File: config.mk
export PLATFORM = sky130hd
export DESIGN_NAME = sdr_init_seq
export DESIGN_NICKNAME = d
export VERILOG_FILES = /design/src/rtl/sdr_init_pkg.sv /design/src/rtl/sdr_seq_ctrl.sv /design/src/rtl/sdr_cmd_encode.sv /design/src/rtl/sdr_refresh_timer.sv /design/src/rtl/sdr_init_seq.sv
export SDC_FILE = /design/constraint.sdc
export NUM_CORES = 1
export LEC_CHECK = 0
export BUFFER_PORTS_ARGS = -buffer_cell sky130_fd_sc_hd__buf_2
export CAP_MARGIN = 20
export CORE_MARGIN = 5
export CORE_UTILIZATION = 30
export CTS_BUF_LIST = sky130_fd_sc_hd__clkbuf_2 sky130_fd_sc_hd__clkbuf_4 sky130_fd_sc_hd__clkbuf_8
export CTS_CLUSTER_SIZE = 30
export DETAILED_ROUTE_END_ITERATION = 12
export MAX_ROUTING_LAYER = met4
export PLACE_DENSITY = 0.45
export RECOVER_POWER = 100
export SKIP_CTS_REPAIR_TIMING = 1
export SLEW_MARGIN = 5
export SYNTH_ARGS = -nofsm -noshare
export SYNTH_HDL_FRONTEND = slang
export SYNTH_SLANG_ARGS = --single-unit
File: constraint.sdc
create_clock -name clk -period 2.1 [get_ports clk]
set_clock_uncertainty 0.2 [all_clocks]
set_input_delay 0.315 -clock clk [delete_from_list [all_inputs] [get_ports clk]]
set_output_delay 0.315 -clock clk [all_outputs]
set_load 0.1 [all_outputs]
File: src/rtl/sdr_init_pkg.sv
package sdr_init_pkg;

    localparam int ARG_W = 13;
    localparam int CNT_W = 4;
    localparam int CODE_W = 3;

    // Command codes on the abstract SDRAM command interface
    typedef enum logic [CODE_W-1:0] {
        CMD_NOP  = 3'd0,
        CMD_CKE  = 3'd1,
        CMD_PALL = 3'd2,
        CMD_AREF = 3'd3,
        CMD_LMR  = 3'd4,
        CMD_RATE = 3'd5
    } sdr_cmd_e;

    // Sequencer steps; command steps last one cycle, wait steps count down
    typedef enum logic [3:0] {
        ST_IDLE,
        ST_CKE,
        ST_PWRUP,
        ST_PALL,
        ST_TRP,
        ST_AREF,
        ST_TRC,
        ST_LMR,
        ST_TMRD,
        ST_RATE,
        ST_RUN
    } seq_state_e;

    typedef struct packed {
        logic             valid;
        sdr_cmd_e         code;
        logic [1:0]       target;
        logic [CNT_W-1:0] count;
        logic [ARG_W-1:0] arg;
    } sdr_cmd_t;

    // Mode-register word: burst 2, sequential, CAS field, standard op, single write
    function automatic logic [ARG_W-1:0] mode_word(input int cas);
        logic [ARG_W-1:0] w;
        w      = '0;
        w[2:0] = 3'd1;
        w[3]   = 1'b0;
        w[6:4] = cas[2:0];
        w[8:7] = 2'b00;
        w[9]   = 1'b1;
        return w;
    endfunction

    // Cycles per row refresh, less a fixed controller margin
    function automatic int reload_value(input int ms, input int khz,
                                        input int rows, input int margin);
        return (ms * khz) / rows - margin;
    endfunction

    function automatic int max_of(input int a, input int b);
        return (a > b) ? a : b;
    endfunction

endpackage

File: src/rtl/sdr_seq_ctrl.sv
module sdr_seq_ctrl
    import sdr_init_pkg::*;
#(
    parameter int T_PWRUP  = 18000,
    parameter int T_RP     = 3,
    parameter int T_RC     = 10,
    parameter int T_MRD    = 2,
    parameter int INIT_REF = 4
) (
    input  logic       clk,
    input  logic       rst,
    output seq_state_e state,
    output logic       rate_load
);

    localparam int T_AREF   = INIT_REF * T_RC;
    localparam int MAX_WAIT = max_of(max_of(T_PWRUP, T_RP), max_of(T_AREF, T_MRD));
    localparam int WAIT_W   = $clog2(MAX_WAIT + 1);

    seq_state_e        state_q, state_d;
    logic [WAIT_W-1:0] wait_q, wait_d;
    logic              wait_zero;

    assign wait_zero = (wait_q == '0);

    always_comb begin
        state_d = state_q;
        wait_d  = wait_q;
        unique case (state_q)
            ST_IDLE: state_d = ST_CKE;
            ST_CKE: begin
                state_d = ST_PWRUP;
                wait_d  = WAIT_W'(T_PWRUP - 1);
            end
            ST_PWRUP: begin
                if (wait_zero) state_d = ST_PALL;
                else           wait_d  = wait_q - 1'b1;
            end
            ST_PALL: begin
                state_d = ST_TRP;
                wait_d  = WAIT_W'(T_RP - 1);
            end
            ST_TRP: begin
                if (wait_zero) state_d = ST_AREF;
                else           wait_d  = wait_q - 1'b1;
            end
            ST_AREF: begin
                state_d = ST_TRC;
                wait_d  = WAIT_W'(T_AREF - 1);
            end
            ST_TRC: begin
                if (wait_zero) state_d = ST_LMR;
                else           wait_d  = wait_q - 1'b1;
            end
            ST_LMR: begin
                state_d = ST_TMRD;
                wait_d  = WAIT_W'(T_MRD - 1);
            end
            ST_TMRD: begin
                if (wait_zero) state_d = ST_RATE;
                else           wait_d  = wait_q - 1'b1;
            end
            ST_RATE: state_d = ST_RUN;
            ST_RUN:  state_d = ST_RUN;
            default: state_d = ST_IDLE;
        endcase
    end

    always_ff @(posedge clk) begin
        if (rst) begin
            state_q <= ST_IDLE;
            wait_q  <= '0;
        end else begin
            state_q <= state_d;
            wait_q  <= wait_d;
        end
    end

    assign state     = state_q;
    assign rate_load = (state_q == ST_RATE);

endmodule

File: src/rtl/sdr_cmd_encode.sv
module sdr_cmd_encode
    import sdr_init_pkg::*;
#(
    parameter int CS_SEL   = 0,
    parameter int CAS_LAT  = 3,
    parameter int INIT_REF = 4,
    parameter int REF_VAL  = 683
) (
    input  seq_state_e state,
    output sdr_cmd_t   cmd
);

    localparam logic [ARG_W-1:0] MODE_ARG = mode_word(CAS_LAT);
    localparam logic [ARG_W-1:0] RATE_ARG = ARG_W'(REF_VAL);

    logic [1:0] cs_mask;

    for (genvar g = 0; g < 2; g++) begin : g_cs
        assign cs_mask[g] = (g == CS_SEL);
    end

    always_comb begin
        cmd        = '0;
        cmd.code   = CMD_NOP;
        unique case (state)
            ST_CKE:  cmd.code = CMD_CKE;
            ST_PALL: cmd.code = CMD_PALL;
            ST_AREF: cmd.code = CMD_AREF;
            ST_LMR:  cmd.code = CMD_LMR;
            ST_RATE: cmd.code = CMD_RATE;
            default: cmd.code = CMD_NOP;
        endcase
        if (cmd.code != CMD_NOP) begin
            cmd.valid  = 1'b1;
            cmd.target = cs_mask;
            cmd.count  = (cmd.code == CMD_AREF) ? CNT_W'(INIT_REF) : CNT_W'(1);
            if (cmd.code == CMD_LMR)  cmd.arg = MODE_ARG;
            if (cmd.code == CMD_RATE) cmd.arg = RATE_ARG;
        end
    end

endmodule

File: src/rtl/sdr_refresh_timer.sv
module sdr_refresh_timer #(
    parameter int REF_VAL = 683
) (
    input  logic clk,
    input  logic rst,
    input  logic load,
    input  logic run,
    output logic req
);

    localparam int RW = $clog2(REF_VAL + 1);
    localparam logic [RW-1:0] RELOAD = RW'(REF_VAL - 1);

    logic [RW-1:0] cnt_q;

    always_ff @(posedge clk) begin
        if (rst) begin
            cnt_q <= '0;
        end else if (load) begin
            cnt_q <= RELOAD;
        end else if (run) begin
            if (cnt_q == '0) cnt_q <= RELOAD;
            else             cnt_q <= cnt_q - 1'b1;
        end
    end

    assign req = run && (cnt_q == '0);

endmodule

File: src/rtl/sdr_init_seq.sv
module sdr_init_seq
    import sdr_init_pkg::*;
#(
    parameter int T_PWRUP    = 18000,
    parameter int T_RP       = 3,
    parameter int T_RC       = 10,
    parameter int T_MRD      = 2,
    parameter int INIT_REF   = 4,
    parameter int CAS_LAT    = 3,
    parameter int CS_SEL     = 0,
    parameter int CLK_KHZ    = 90000,
    parameter int REFRESH_MS = 64,
    parameter int ROWS       = 8192
) (
    input  logic        clk,
    input  logic        rst,
    output logic        cmd_valid,
    output logic [2:0]  cmd_code,
    output logic [1:0]  cmd_target,
    output logic [3:0]  cmd_count,
    output logic [12:0] cmd_arg,
    output logic        init_done,
    output logic        refresh_req
);

    localparam int REF_MARGIN = 20;
    localparam int REF_VAL    = reload_value(REFRESH_MS, CLK_KHZ, ROWS, REF_MARGIN);

    seq_state_e state;
    logic       rate_load;
    sdr_cmd_t   cmd;

    sdr_seq_ctrl #(
        .T_PWRUP  (T_PWRUP),
        .T_RP     (T_RP),
        .T_RC     (T_RC),
        .T_MRD    (T_MRD),
        .INIT_REF (INIT_REF)
    ) u_ctrl (
        .clk       (clk),
        .rst       (rst),
        .state     (state),
        .rate_load (rate_load)
    );

    sdr_cmd_encode #(
        .CS_SEL   (CS_SEL),
        .CAS_LAT  (CAS_LAT),
        .INIT_REF (INIT_REF),
        .REF_VAL  (REF_VAL)
    ) u_enc (
        .state (state),
        .cmd   (cmd)
    );

    sdr_refresh_timer #(
        .REF_VAL (REF_VAL)
    ) u_timer (
        .clk  (clk),
        .rst  (rst),
        .load (rate_load),
        .run  (init_done),
        .req  (refresh_req)
    );

    assign init_done  = (state == ST_RUN);
    assign cmd_valid  = cmd.valid;
    assign cmd_code   = cmd.code;
    assign cmd_target = cmd.target;
    assign cmd_count  = cmd.count;
    assign cmd_arg    = cmd.arg;

endmodule

==> results of run 1 <==
## logic make-up (layout without fill, tap and decap cells)
kind of cell / after synthesis / in the layout / synth area share, %
muxes: 3 / 3 / 1.70
and+or+nand+nor: 95 / 95 / 30.0
adders and majority gates: 3 / 3 / 2.04
buffers and inverters: 31 / 78 / 9.60
xor gates and xnor gates: 16 / 16 / 7.63
other: 1 / 9 / 0.204
DFF: 29 / 29 / 31.6
AOI/OAI and AO/OA: 46 / 46 / 17.2
## layout make-up
type / count / area [um^2] / share of cell area (%)
clock buffer: 6 / 76.3 / 2.73
clock inverter: 2 / 10.0 / 0.357
inverter: 8 / 30.0 / 1.07
multi-input combinational: 172 / 1280 / 45.8
sequential: 29 / 601 / 21.4
tap: 75 / 93.8 / 3.35
timing repair buffer: 62 / 707 / 25.2
## layer usage
layer	up-vias	GRT usage [%]	wire length (um)	share of wire, %
met5	-	-	0	0
met2	31	20.9	2400	49
li1	880	-	-	-
met1	788	17.5	2260	46
met4	0	5.63	95	1.9
met3	9	2.79	184	3.7
## path summary, 6_finish.rpt
kind | end | depth (start not counted)
hold reg to reg | u_ctrl.wait_q[3]$_SDFFE_PP0P_ | 2
setup / recovery | refresh_req | 5
hold / removal | u_ctrl.wait_q[13]$_SDFFE_PP0P_ | 3
setup reg to reg | u_ctrl.wait_q[13]$_SDFFE_PP0P_ | 5
## worst max-delay path: cells and delay by family, from the launching register on
family	cells	cell delay, ns
and+or+nand+nor	2	0.45
buffers and inverters	3	0.49
DFF	1	0.36
## flip-flops by register name (all words and copies together), names as in the netlist
register,count
u_ctrl.wait_q,15
u_timer.cnt_q,10
u_ctrl.state,4
## cell usage after synthesis (all sizes together) (2+ instances only)
master,number
o21bai,2
a31oi,2
mux2i,2
a21oi,14
xnor2,7
nor2b,3
nand2b,9
xor2,9
dfxtp,29
o21ai,12
nor3,9
or3,4
nor4b,4
ha,3
inv,8
buf,21
or4,3
nand4,3
nor4,4
nand2,16
a211oi,4
nor2,26
clkbuf,2
nand3,4
o22ai,2
## per-stage QoR
stage | area (um^2) | std cells
floorplan | 1990 | 232
global placement | 2460 | 332
detailed placement | 2460 | 332
CTS | 2540 | 340
global route | 2800 | 354
finish | 2800 | 354
## power groups by stage
stage	Combinational (mW)	Clock (mW)	Sequential (mW)
CTS	2.49	0.480	0.785
detailed placement	2.47	0	0.796
floorplan	1.69	0	0.781
global placement	2.49	0	0.793
finish	2.68	0.461	0.805
global route	2.89	0.507	0.827
==> results.toml, run 1 <==
[worst_setup_path]
r2r_slack_ns = 0.03
path_cells = "buf_8, nor4bb_4, buf_4, and3_4, buf_12"
cp_slowest_cell = "dfxtp_4"
critPathLaunchType = "flop"
crit_start = "u_ctrl.state[2]$_SDFFE_PP0P_"
crit_path_max_incr_delay_ns = 0.36
path_max_fanout = 7
cp.required_ns = 1.58
reg2reg_from = "u_ctrl.wait_q[2]$_SDFFE_PP0P_"
crit_path_end_kind = "primary output"
worst-setup-path-type = "flop to primary output"
worstPathArrival_ns = 1.60

[clocking]
cts_tree = "yes"
cts-root-buf = "clkbuf_8"
clkLatencyLatePin_ns = 0.29
cts_made_buffers = 5
clk_pin_slew_ns = 0.07
clock_sinks = 29
h-tree-depth = 2
clockBufferDepth = 2

[power]
vdd_drop_max_v = 0.00113
pwr-share-seq_pct = 20.4
powerDensity_mw_per_mm2 = 1410
combPwrFrac_pct = 68.0
internal_power_mw = 2.12
p_sw_share_pct = 46.2
finalPower_mw = 3.95
cellLeakagePower_nw = 1.11
power.clock.fraction_pct = 11.7
switchingPower_mw = 1.83

[timing]
rsz0062_at_grt = "yes"
finalHoldViolCount = 0
setup_tns_ns = -0.0163
maxSlewViolCount = 0
clock.fmax_ghz = 0.473
hold_slack_ns = 0.115
setup_viol = 1
fin_ws_ns = -0.0163
fin_crit_sh_pct = 101
min_period_ns = 2.12

[global_route]
grt_antenna_before_repair = 0
grt_overflow_total = 0
grt_pass1_vias = 1582
grt_max_degree = 22
grt_usage_pct = 13.7
grt_pass1_wl_um = 7820

[floorplan]
die_area_mm2 = 0.00779
core_mm2 = 0.00592
die_h_um = 88.2
start_util_pct = 31.0
num_rows = 28
num_io_pins = 27
die_w_um = 88.2

[route]
first_pass_iters = 4
avgViaCountPerCell = 4.82
num_vias = 1708
first_iter_violations = 86
wl_um = 4940
drc = 0
ant_nets = 0
post_drt_wl_per_cell_um = 13.9

[logic_synthesis]
synth_ff_type = "dfxtp_1"
synth_edf_count = 0
synth.distinct_cells = 56
synth.largest_area_cell = "dfxtp_1"
seq_area_frac_synth_pct = 31.6
ys_warn_count = 0
synth_area_mm2 = 0.00184
synthCells = 224
yosys.area.top_type_share_pct = 31.6
yosys-top-cells-area = "dfxtp_1 32%, buf_4 6.1%, nor2_1 5.3%"
syn_avg_cell_area_um2 = 8.20
async_reset_ff_share_pct = 0
ys_ff_latch = 29

[hold_path]
hp-class = "primary input to flop"
hold_start = "rst"

[placed_design]
gp_congestion = 0.812
dp_hpwl_um = 3600
pre_cts_ws_ns = -0.00855
portBuffers = 17

[cells_and_area]
final_common_cell = "buf_4"
final_core_utilization_pct = 47.3
n_antenna_cell = 0
drive_above_1_share_pct = 43.4
final_cell_mix = "38 x buf_4, 21 x nor2_1, 19 x dfxtp_1"
nNetsFinal = 283
syn_to_final_growth_pct = 52.5
filler_cell_count = 575

[run_status]
outcome = "complete, but fails checks"
violations = "negative setup slack"

[job]
maxCapViolCount = 0
Note: power is estimated with default switching activity, not from simulation.
==> run 2, diff against run 1 <==
CORE_UTILIZATION = 53   (was 30)
PLACE_DENSITY = 0.74   (was 0.45)
==> run 2 against run 1 <==
Net effect: the run still ends with negative setup slack left; combinational power grew 7.8%; design area decreased by 2.8%; non-clock buffer count shrank 3; die area down 39%; count of clock-buffer cells in the layout grew 1; largest cell class unchanged; largest power group unchanged.
==> results.toml, run 2 (synthesis results as in run 1) <==
[cells_and_area]
syn_to_final_growth_pct = 48.2
n_antenna_cell = 0
nNetsFinal = 280
largest_reg_flops = 15
top_register = "u_ctrl.wait_q"
final_core_utilization_pct = 81.6
final_common_cell = "buf_4"
final_cell_mix = "35 x buf_4, 22 x nor2_1, 20 x dfxtp_1"
final_cell_count_no_fill = 322
drive_above_1_share_pct = 42.0

[clocking]
cts_made_buffers = 5
h-tree-depth = 2
cts-root-buf = "clkbuf_4"
clock_sinks = 29
clk_pin_slew_ns = 0.10
clockBufferDepth = 2
clkLatencyLatePin_ns = 0.34
cts_tree = "yes"

[timing]
clock.fmax_ghz = 0.458
min_period_ns = 2.18
fin_crit_sh_pct = 104
setup_tns_ns = -0.377
setup_viol = 13
finalHoldViolCount = 0
rsz0062_at_grt = "yes"
maxSlewViolCount = 0
fin_ws_ns = -0.0841

[power]
vdd_drop_max_v = 0.000741
cellLeakagePower_nw = 1.10
powerDensity_mw_per_mm2 = 1510

[floorplan]
core_mm2 = 0.00334
start_util_pct = 55.0
die_area_mm2 = 0.00474
num_io_pins = 27
die_h_um = 68.9
num_rows = 21
die_w_um = 68.9

[worst_setup_path]
crit_path_max_incr_delay_ns = 0.36
cp_slowest_cell = "dfxtp_2"
worstPathArrival_ns = 1.67
path_max_fanout = 11
crit_path_end_kind = "primary output"
worst-setup-path-type = "flop to primary output"
crit_buf_inv = 3
critPathLaunchType = "flop"
path_cells = "buf_8, nor4bb_4, buf_4, and3_4, buf_12"
crit_family = "buffers and inverters"
cp.required_ns = 1.58

[route]
wl_um = 6120
num_vias = 1933
avgViaCountPerCell = 6.00
post_drt_wl_per_cell_um = 19.0
first_pass_iters = 5
first_iter_violations = 229
ant_nets = 0
drc = 0

[placed_design]
gp_congestion = 0.861
portBuffers = 17
dp_hpwl_um = 3680
place_inst = 302

[run_status]
violations = "negative setup slack"
outcome = "complete, but fails checks"

[global_route]
grt_antenna_before_repair = 0
grt_usage_pct = 22.6
grt_pass1_vias = 1606
grt_pass1_wl_um = 7600
grt_overflow_total = 0
grt_max_degree = 20

[hold_path]
hp-class = "primary input to flop"

[job]
maxCapViolCount = 0
## run 2: power by group
part           switching, mW  leakage [nW]  internal [mW]
clock                  0.210        0.0413          0.194
sequential             0.146         0.240          0.679
combinational           1.67         0.816           1.22
## run 2: layout make-up
cell class	count	area, um^2
multi-input cells	172	1300
well taps	46	57.6
inverters	8	30.0
repair buffers	59	671
flip-flops and latches	29	594
clock inverters	1	5.00
fillers	191	614
clock buffers	7	65.1
## run 2: per-stage QoR
stage	setup WS, ns	power [mW]	area (um^2)	hold WS, ns
floorplan	-0.243	2.47	1990	0.266
CTS	-0.220	3.66	2480	0.0158
detailed placement	-0.0490	3.27	2410	0.307
global route	-0.138	4.31	2720	0.0251
global placement	0.0264	3.17	2410	0.296
finish	-0.0841	4.12	2720	0.0313
## run 2: worst paths after layout
kind	start	endpoint	slack [ns]	cells after the start
max	u_ctrl.state[0]$_SDFFE_PP0P_	refresh_req	-0.08	5
min	rst	u_ctrl.wait_q[9]$_SDFFE_PP0P_	0.03	2
max reg2reg	u_ctrl.wait_q[3]$_SDFFE_PP0P_	u_ctrl.wait_q[3]$_SDFFE_PP0P_	-0.04	7
min reg2reg	u_ctrl.wait_q[7]$_SDFFE_PP0P_	u_ctrl.wait_q[7]$_SDFFE_PP0P_	0.33	2
## run 2: worst register-to-register path, delay by kind of cell, from the launching register on
family	cells	cell delay, ns
simple gates	2	0.35
buf+inv	3	0.42
flops	1	0.35
compound gates	2	0.73
## run 2: per-layer routing
metal	up-vias	wire (um)	global-route usage [%]	part of all wire [%]
li1	871	-	-	-
met1	910	2360	26.0	39
met2	117	2970	37.4	49
met3	35	459	5.02	7.5
met4	0	324	10.2	5.3
met5	-	0	-	0
